===== src/rtl/agcPkg.sv =====
package agcPkg;
  // Strobes issued by the control to the datapath, one cycle wide.
  typedef struct packed {
    logic applyWord;    // accept the word on applyVal
    logic stepLoop;     // integrate the current sample
    logic loopOwnsCode; // automatic mode: writes touch only the coarse bit
  } agcStrobe_t;
endpackage


===== src/rtl/agcControl.sv =====
module agcControl
  import agcPkg::*;
#(
  parameter int INTERVAL = 240,
  parameter int WORD_W   = 16
) (
  input  logic              clk,
  input  logic              rst,
  input  logic              autoMode,
  input  logic              gainWrite,
  input  logic [WORD_W-1:0] gainWord,
  input  logic              sampleValid,
  output agcStrobe_t        strobe,
  output logic [WORD_W-1:0] applyVal
);
  localparam int CNT_W = $clog2(INTERVAL);

  logic [CNT_W-1:0]  holdCnt;
  logic              pendValid;
  logic [WORD_W-1:0] pendWord;
  logic              applyNow;

  // accept when the spacing window has run out; the newest word wins
  always_comb begin
    applyNow            = (holdCnt == '0) && (gainWrite || pendValid);
    applyVal            = gainWrite ? gainWord : pendWord;
    strobe.applyWord    = applyNow;
    strobe.stepLoop     = autoMode && sampleValid;
    strobe.loopOwnsCode = autoMode;
  end

  always_ff @(posedge clk) begin
    if (rst) begin
      holdCnt   <= '0;
      pendValid <= 1'b0;
      pendWord  <= '0;
    end else if (applyNow) begin
      holdCnt   <= CNT_W'(INTERVAL - 1);
      pendValid <= 1'b0;
    end else begin
      if (holdCnt != '0) holdCnt <= holdCnt - 1'b1;
      if (gainWrite) begin
        pendValid <= 1'b1;
        pendWord  <= gainWord;
      end
    end
  end
endmodule


===== src/rtl/agcDatapath.sv =====
module agcDatapath
  import agcPkg::*;
#(
  parameter int DATA_W     = 16,
  parameter int CODE_W     = 15,
  parameter int ANA_W      = 8,
  parameter int K_W        = 8,
  parameter int LOOP_SHIFT = 4,
  parameter int MULT_FRAC  = 12
) (
  input  logic                     clk,
  input  logic                     rst,
  input  agcStrobe_t               strobe,
  input  logic [CODE_W:0]          applyVal,
  input  logic                     digEn,
  input  logic [K_W-1:0]           loopGain,
  input  logic [DATA_W-1:0]        refLevel,
  input  logic                     sampleValid,
  input  logic signed [DATA_W-1:0] sampleI,
  input  logic signed [DATA_W-1:0] sampleQ,
  output logic                     coarseAtten,
  output logic [CODE_W-1:0]        gainCode,
  output logic [ANA_W-1:0]         anaCode,
  output logic                     outValid,
  output logic signed [DATA_W-1:0] outI,
  output logic signed [DATA_W-1:0] outQ
);
  localparam int LOW_W      = CODE_W - 1;
  localparam int MAG_W      = DATA_W + 1;
  localparam int ERR_W      = MAG_W + 1;
  localparam int STEP_W     = ERR_W + K_W + 1;
  localparam int ACC_W      = STEP_W + 1;
  localparam int MULT_W     = MULT_FRAC + 2;
  localparam int LIFT_W     = LOW_W + 2;
  localparam int SPAN_SHIFT = LOW_W - MULT_FRAC;
  localparam int PROD_W     = DATA_W + MULT_W + 1;
  localparam int SH_W       = PROD_W - MULT_FRAC;
  localparam logic [MULT_W-1:0] UNITY = MULT_W'(1 << MULT_FRAC);
  localparam logic signed [PROD_W-1:0] HALF_LSB = PROD_W'(1 << (MULT_FRAC - 1));
  localparam logic signed [SH_W-1:0] SAT_HI = SH_W'((1 << (DATA_W - 1)) - 1);
  localparam logic signed [SH_W-1:0] SAT_LO = ~SAT_HI;

  function automatic logic [MAG_W-1:0] magOf(input logic signed [DATA_W-1:0] v);
    logic signed [MAG_W-1:0] w;
    w = MAG_W'(v);
    return w[MAG_W-1] ? MAG_W'(-w) : MAG_W'(w);
  endfunction

  logic              coarseReg;
  logic [CODE_W-1:0] codeReg;

  // ---- loop detector and integrator ----
  logic [MAG_W-1:0]         magI, magQ, magMax;
  logic signed [ERR_W-1:0]  errVal;
  logic signed [STEP_W-1:0] stepRaw, stepVal;
  logic signed [ACC_W-1:0]  sumVal, maxCodeS;
  logic [CODE_W-1:0]        maxCode, nextCode;

  always_comb begin
    magI     = magOf(sampleI);
    magQ     = magOf(sampleQ);
    magMax   = (magI > magQ) ? magI : magQ;
    errVal   = $signed({1'b0, magMax}) - $signed({{(ERR_W - DATA_W){1'b0}}, refLevel});
    stepRaw  = STEP_W'(errVal) * STEP_W'($signed({1'b0, loopGain}));
    stepVal  = stepRaw >>> LOOP_SHIFT;
    sumVal   = ACC_W'($signed({1'b0, codeReg})) + ACC_W'(stepVal);
    maxCode  = digEn ? {CODE_W{1'b1}} : {1'b0, {LOW_W{1'b1}}};
    maxCodeS = ACC_W'($signed({1'b0, maxCode}));
    if (sumVal[ACC_W-1])       nextCode = '0;
    else if (sumVal > maxCodeS) nextCode = maxCode;
    else                        nextCode = sumVal[CODE_W-1:0];
  end

  // ---- gain state ----
  always_ff @(posedge clk) begin
    if (rst) begin
      coarseReg <= 1'b0;
      codeReg   <= '0;
    end else begin
      if (strobe.applyWord) coarseReg <= applyVal[CODE_W];
      if (strobe.stepLoop)
        codeReg <= nextCode;
      else if (strobe.applyWord && !strobe.loopOwnsCode)
        codeReg <= applyVal[CODE_W-1:0];
    end
  end

  // ---- code split between analog and digital stages ----
  logic              analogLive;
  logic [LOW_W-1:0]  digLift;
  logic [LIFT_W-1:0] liftProd;
  logic [LIFT_W-1:0] liftShift;
  logic [MULT_W-1:0] mult;

  always_comb begin
    analogLive = !digEn || codeReg[CODE_W-1];
    digLift    = ~codeReg[LOW_W-1:0];
    liftProd   = LIFT_W'(digLift) * LIFT_W'(3);
    liftShift  = liftProd >> SPAN_SHIFT;
    mult       = analogLive ? UNITY : UNITY + liftShift[MULT_W-1:0];
  end

  assign coarseAtten = coarseReg;
  assign gainCode    = codeReg;
  assign anaCode     = analogLive ? codeReg[LOW_W-1 -: ANA_W] : '0;

  // ---- per-lane scaling, rounding and clipping ----
  logic signed [DATA_W-1:0] laneIn  [2];
  logic signed [DATA_W-1:0] laneOut [2];
  assign laneIn[0] = sampleI;
  assign laneIn[1] = sampleQ;

  for (genvar g = 0; g < 2; g++) begin : gLane
    logic signed [PROD_W-1:0] prod, rounded;
    logic signed [SH_W-1:0]   shifted;
    always_comb begin
      prod    = PROD_W'(laneIn[g]) * PROD_W'($signed({1'b0, mult}));
      rounded = prod + HALF_LSB;
      shifted = rounded[PROD_W-1:MULT_FRAC];
      if (shifted > SAT_HI)      laneOut[g] = SAT_HI[DATA_W-1:0];
      else if (shifted < SAT_LO) laneOut[g] = SAT_LO[DATA_W-1:0];
      else                       laneOut[g] = shifted[DATA_W-1:0];
    end
  end

  // one register stage on the sample path
  always_ff @(posedge clk) begin
    if (rst) begin
      outValid <= 1'b0;
      outI     <= '0;
      outQ     <= '0;
    end else begin
      outValid <= sampleValid;
      outI     <= laneOut[0];
      outQ     <= laneOut[1];
    end
  end
endmodule


===== src/rtl/agcGainUnit.sv =====
module agcGainUnit
  import agcPkg::*;
#(
  parameter int DATA_W     = 16,
  parameter int CODE_W     = 15,
  parameter int ANA_W      = 8,
  parameter int K_W        = 8,
  parameter int LOOP_SHIFT = 4,
  parameter int MULT_FRAC  = 12,
  parameter int INTERVAL   = 240
) (
  input  logic                     clk,
  input  logic                     rst,
  input  logic                     autoMode,
  input  logic                     digEn,
  input  logic                     gainWrite,
  input  logic [CODE_W:0]          gainWord,
  input  logic [DATA_W-1:0]        refLevel,
  input  logic [K_W-1:0]           loopGain,
  input  logic                     sampleValid,
  input  logic signed [DATA_W-1:0] sampleI,
  input  logic signed [DATA_W-1:0] sampleQ,
  output logic                     coarseAtten,
  output logic [ANA_W-1:0]         anaCode,
  output logic [CODE_W-1:0]        gainCode,
  output logic                     outValid,
  output logic signed [DATA_W-1:0] outI,
  output logic signed [DATA_W-1:0] outQ
);
  agcStrobe_t      ctlStrobe;
  logic [CODE_W:0] applyVal;

  agcControl #(.INTERVAL(INTERVAL), .WORD_W(CODE_W + 1)) i_ctl (
    .clk(clk), .rst(rst), .autoMode(autoMode), .gainWrite(gainWrite),
    .gainWord(gainWord), .sampleValid(sampleValid),
    .strobe(ctlStrobe), .applyVal(applyVal)
  );

  agcDatapath #(
    .DATA_W(DATA_W), .CODE_W(CODE_W), .ANA_W(ANA_W), .K_W(K_W),
    .LOOP_SHIFT(LOOP_SHIFT), .MULT_FRAC(MULT_FRAC)
  ) i_dp (
    .clk(clk), .rst(rst), .strobe(ctlStrobe), .applyVal(applyVal),
    .digEn(digEn), .loopGain(loopGain), .refLevel(refLevel),
    .sampleValid(sampleValid), .sampleI(sampleI), .sampleQ(sampleQ),
    .coarseAtten(coarseAtten), .gainCode(gainCode), .anaCode(anaCode),
    .outValid(outValid), .outI(outI), .outQ(outQ)
  );
endmodule


===== config.mk =====
export PLATFORM = sky130hd
export DESIGN_NAME = agcGainUnit
export DESIGN_NICKNAME = d
export VERILOG_FILES = /design/src/rtl/agcPkg.sv /design/src/rtl/agcControl.sv /design/src/rtl/agcDatapath.sv /design/src/rtl/agcGainUnit.sv
export SDC_FILE = /design/constraint.sdc
export NUM_CORES = 2
export LEC_CHECK = 0
export BUFFER_PORTS_ARGS = -buffer_cell sky130_fd_sc_hd__buf_2
export CORE_MARGIN = 4
export CORE_UTILIZATION = 35
export DETAILED_ROUTE_END_ITERATION = 6
export GPL_TIMING_DRIVEN = 0
export PLACE_DENSITY = 0.6
export SLEW_MARGIN = 20
export SYNTH_ARGS = -nofsm -noshare
export SYNTH_HDL_FRONTEND = slang
export SYNTH_SLANG_ARGS = --single-unit

===== constraint.sdc =====
create_clock -name clk -period 17.95 [get_ports clk]
set_input_delay 1.795 -clock clk [delete_from_list [all_inputs] [get_ports clk]]
set_output_delay 1.795 -clock clk [all_outputs]
set_load 0.005 [all_outputs]

---- Word-level counts from Yosys, hierarchy flattened ----
Cells that the tools add are included.
word-level totals
  flip-flop bits (word level) ............. 74
  bits in latches ......................... 0
  bits in writable memories ............... 0
  bits in read-only memories .............. 0
  input port bits ......................... 78
  output and inout bits ................... 57
  logic and storage cells ................. 61
  memories kept ........................... 0
cells by class
  $add $sub $neg .......................... 8
  $mul .................................... 4
  div/mod/pow operators ................... 0
  $lt $le $gt $ge ......................... 6
  equality and inequality tests ........... 0
  shift-type cells ........................ 0
  multiplexer cells ....................... 17
  bitwise gates (word level) .............. 1
  reductions and logical operators ........ 14
operator list
  operator                                               number
  2-to-1 mux 15 bit                                      7
  adder 31 x 13 -> 31 bit (second input constant)        2
  multiplier 16 x 15 -> 31 bit                           2
  2-to-1 mux 17 bit                                      3
  2-to-1 mux 16 bit                                      3
  > comparator 19 x 16 -> 1 bit (second input constant)  2
  < comparator 19 x 16 -> 1 bit (second input constant)  2
  negation 16 -> 17 bit                                  2
  > comparator 28 x 16 -> 1 bit                          1
  multiplier 18 x 9 -> 27 bit                            1
  adder 16 x 23 -> 24 bit                                1
  2-to-1 mux 8 bit                                       3
  subtractor 17 x 16 -> 18 bit                           1
  > comparator 17 bit                                    1
  multiplier 14 x 2 -> 16 bit (second input constant)    1
  adder 13 x 14 -> 14 bit (first input constant)         1
  2-to-1 mux 14 bit                                      1
  inverter 14 bit                                        1
  logical NOT 8 bit                                      1
  nonzero test 8 bit                                     1
  subtractor 8 x 1 -> 8 bit (second input constant)      1
  OR reduction 2 bit                                     3
  nonzero test 2 bit                                     2
  logical AND 1 bit                                      3
  other kinds (2)                                        4

---- Longest topological paths before layout ----
  depth in word-level cells ............... 11
  gate-level depth with buffers ........... 60
  mapped depth without buffers ............ 57

---- By module ----
Synthesis repeated with hierarchy kept, for this count alone.
second synthesis, totals
  cell total of the unflattened synthesis .. 3,295
  area total of the unflattened synthesis .. 28,596.2 µm²
modules (own cells, without submodules)
  module       instances  cells each  area an instance (µm²)  sequential area each (µm²)
  agcDatapath  1          3,155       27,378.8                980.9
  agcControl   1          140         1,217.4                 500.5

---- Worst setup path before layout ----
OpenSTA, ideal clock, no wires.
  path kind ............................... input-to-reg
  from .................................... in sampleI[3]
  to ...................................... reg i_dp.codeReg[0] (netlist: i_dp.gainCode[0])
  arrival ................................. 13,732 ps
  path slack .............................. 4,096 ps
  stages on the path ...................... 57
  cells stage by stage .................... clkbuf_1 > or3_1 > or4_1 > or4_1 > o31ai_1 > xnor2_1 > ha_1 > nand4_1 > nor4_1 > a21oi_1 > o211ai_1 > a21oi_1 > nor2_1 > mux2i_1 > inv_1 > fa_1 > nor2b_1 > o21ai_0 > [21 not listed] > xnor2_1 > ha_1 > a21o_1 > a21o_1 > a21o_1 > a21o_1 > a21oi_1 > xnor2_1 > ha_1 > nand2_1 > or4_1 > nor4_1 > nand4_1 > o31a_1 > a211oi_1 > o21a_1 > buf_4 > a21oi_1
between the ends
  cells in the longest elaborated chain, start to end .. 11
RTL lines
  what                              RTL line           source
  start, declared                   agcGainUnit.sv:21  input logic signed [DATA_W-1:0] sampleI,
  negation 16 -> 17 bit             agcDatapath.sv:46  return w[MAG_W-1] ? MAG_W'(-w) : MAG_W'(w);
  2-to-1 mux 17 bit (*)             agcDatapath.sv:46
  > comparator 17 bit               agcDatapath.sv:62  magMax = (magI > magQ) ? magI : magQ;
  2-to-1 mux 17 bit (*)             agcDatapath.sv:62
  subtractor 17 x 16 -> 18 bit (*)  agcDatapath.sv:63  errVal = $signed({1'b0, magMax}) - $signed({{(ERR_W - DATA_W){1'b0}}, refLevel});
  multiplier 18 x 9 -> 27 bit (*)   agcDatapath.sv:64  stepRaw = STEP_W'(errVal) * STEP_W'($signed({1'b0, loopGain}));
  adder 16 x 23 -> 24 bit (*)       agcDatapath.sv:66  sumVal = ACC_W'($signed({1'b0, codeReg})) + ACC_W'(stepVal);
  > comparator 28 x 16 -> 1 bit     agcDatapath.sv:70  else if (sumVal > maxCodeS) nextCode = maxCode;
  2-to-1 mux 15 bit                 agcDatapath.sv:70
  2-to-1 mux 15 bit (*)             agcDatapath.sv:69  if (sumVal[ACC_W-1]) nextCode = '0;
  2-to-1 mux 15 bit (*)             agcDatapath.sv:81  if (strobe.stepLoop)
  end signal, assigned              agcDatapath.sv:82  codeReg <= nextCode;
  end signal, assigned              agcDatapath.sv:84  codeReg <= applyVal[CODE_W-1:0];
  end, declared                     agcDatapath.sv:50  logic [CODE_W-1:0] codeReg;
Mark *: on every way between the ends. The rest lies on a longest branch, timed or not.
A chain may end at the register's enable or synchronous reset.

---- Worst setup path after layout ----
  from .................................... in sampleI[3]
  to ...................................... reg i_dp.codeReg[3] (netlist: i_dp.gainCode[3])
Same word-level chain as after synthesis.

==> implementation parameters <==
Parameter                              Value

Status
  Run status    completed

Critical path
  Path type of the worst setup path    primary input to flip-flop
  Required time reported for the critical path endpoint    18.22 ns
  Startpoint class of the critical path    primary input
  Highest fanout seen on the critical path    10
  Critical Path Sink Type    flip-flop
  Max stage delay on crit path    0.88 ns
  CP Data Arrival Time    16.13 ns
  Slowest-stage cell, CP    o311ai_1

Timing
  Final count of pins violating max slew    0
  Setup repair after global routing missed its margin    false
  Hold violation total from the final report    0
  Worst slew margin    0.294
  Final total negative setup slack    0 ns
  Final period util    0.884
  Fmax achieved    0.0630 GHz
  Final period demand of the worst path    15.86 ns
  Final setup vio count    0
  Setup clock skew after layout    0.0141 ns
  Worst slew pin tran    1.04 ns

Finish
  Number of filler instances in the final layout    8379
  Area growth from synthesis to final layout    7.98%
  Layout cell share with drive strength beyond 1    0.0517
  Final non-filler cell area    30900 µm²
  Commonest cells after routing, fill and taps aside    inv_1, fa_1, nand2_1, ha_1, nor2_1
  Most common cell after layout, fill and taps aside    inv_1
  Post-layout util    0.383
  Footprint of the multi-input gates    24100 µm²
  Area used by sequential logic in the layout    1480 µm²
  Final net count    4439

Synthesis
  Total nets after synthesis    4307
  Synth top area share    0.386
  Prevailing post-synth register cell    dfxtp_1
  Count of flip-flops with a built-in enable after synthesis    0
  Fraction of registers with async set/reset    0
  Gate count after technology mapping    3366
  Post-synth cell types    78
  Leading cell types by total area after synthesis    fa_1, ha_1, inv_1, nand2_1, dfxtp_1
  Synthesized area    28600 µm²
  Portion of the post-synthesis area used by sequential elements    0.0517
  Average instance area after synthesis    8.51 µm²
  Count of warnings emitted by yosys    0
  Flops & latches, synth    74
  Cell type with the largest total area after synthesis    fa_1

GRT
  Number of global-route vias before repair    23700
  Total congestion overflow after global routing    0
  First-pass GRT wire length    130000 µm
  Combined global-route utilization of all metal layers    0.193
  Maximum number of pins on one net before global-route repair    15
  Initial antenna violation count    12

Place
  Dpl cell area    30600 µm²
  Detailed placement HPWL    70000 µm
  Weighted congestion at the end of routability-driven global placement    0.925
  Number of input and output port buffers inserted    121

Clock network
  Worst skew pair latency    0.39 ns
  Post-CTS sizing    0
  Clk Tree Root Cell    clkbuf_16
  CTS tree    yes
  Number of buffers inserted by post-CTS setup repair    0
  Clock slew seen by the registers of the worst setup and hold paths    0.07 ns
  Cts bufs inserted    9
  Count of hold-fix buffers inserted at cts    0
  Clock H-tree levels    3
  Total clock sinks    74
  Maximum clock insertion buffer count    2

Route
  Final wirelength    81800 µm
  Antenna-violating nets left    0
  Vias post-DR    23100
  DRC    0
  Via-to-Cell Ratio    5.06
  Detailed Routing Iterations Pass 1    6
  Starting DRT DRC Count    1487
  Detailed-route wire length per cell    17.9 µm

Floorplan
  Width of the chip    294 µm
  Std-Cell Core Area    80800 µm²
  IO Pins    135
  Floorplan die height    294 µm
  Initial Utilization    0.355
  Total Die Area    86500 µm²
  Number of standard-cell rows in the floorplan    104

Job
  Number of violations of the max-capacitance limit    0

Min path
  Hold/Removal Path Class    flip-flop to flip-flop
==> path summary, 6_finish.rpt <==
kind                            slack [ns]           endpoint  cells past startpoint               from
worst min register to register        0.45  i_ctl.pendWord[2]                      2  i_ctl.pendWord[2]
worst max register to register        7.02      i_dp.outQ[12]                     33   i_dp.gainCode[1]
worst max-delay path                  2.09   i_dp.gainCode[3]                     54         sampleI[3]
worst min-delay path                  0.45  i_ctl.pendWord[2]                      2  i_ctl.pendWord[2]
==> routing by layer <==
metal / share of wire / track usage / wire [µm] / vias up
met4: 0.027 / 0.0518 / 2190 / 6
li1: - / - / - / 10800
met3: 0.075 / 0.0389 / 6120 / 110
met5: 0.00040 / 0 / 33 / -
met1: 0.41 / 0.250 / 33700 / 11600
met2: 0.49 / 0.330 / 39700 / 619
==> per-stage QoR <==
step,worst slack (ns),instances,hold slack [ns]
final,2.09,4570,0.454
after global routing,0.896,4565,0.469
after CTS,2.24,4563,0.456
after detailed placement,1.95,4547,0.446
after global placement,1.92,4547,0.439
after floorplan,4.10,3366,0.434
==> cells in the mapped netlist (all sizes together), types with 11 or more instances <==
library cell	instances
inv	674
fa	553
nand2	423
ha	310
nor2	184
and2	165
clkbuf	130
o21ai	118
a21oi	116
xnor2	87
dfxtp	74
a21o	50
xor2	45
nor3	39
nor2b	37
nand3	28
nand2b	24
o31ai	23
a211oi	22
and3	22
mux2i	19
nand4	16
o31a	16
o211ai	15
or3	15
a31oi	11
buf	11
==> final cells by class <==
class / count / share of cell area
Multi-Input combinational cell: 2476 / 0.779
Inverter: 675 / 0.0819
Sequential cell: 74 / 0.0479
Tap cell: 1060 / 0.0429
Timing Repair Buffer: 121 / 0.0196
Buffer: 141 / 0.0177
Clock buffer: 10 / 0.00773
Clock inverter: 6 / 0.00231
Antenna cell: 7 / 0.000566
==> flip-flops by register name, indices dropped and copies added, names as in the netlist <==
signal / count
i_ctl.holdCnt: 8
i_ctl.pendValid: 1
i_ctl.pendWord: 16
i_dp.coarseAtten: 1
i_dp.gainCode: 15
i_dp.outI: 16
i_dp.outQ: 16
i_dp.outValid: 1
==> critical path, delay by kind of cell <==
| family | cells | cell delay, ns |
|---|---|---|
| simple gates | 14 | 3.83 |
| compound gates | 23 | 5.24 |
| buf+inv | 4 | 0.81 |
| fa+ha+maj | 9 | 3.52 |
| xor+xnor | 3 | 0.41 |
| mux | 1 | 0.45 |
==> cells by family after synthesis <==
group / synth area share
other: 0.000262
XOR/XNOR: 0.0404
flip-flops: 0.0517
buffers and inverters: 0.108
AND/OR/NAND/NOR: 0.165
adder cells (fa/ha/maj): 0.522
AO/OA/AOI/OAI: 0.105
multiplexers: 0.00860
Power is left out: the tool's default activity adds up to more than one toggle a clock period on the data nets, which glitch-free logic cannot reach.
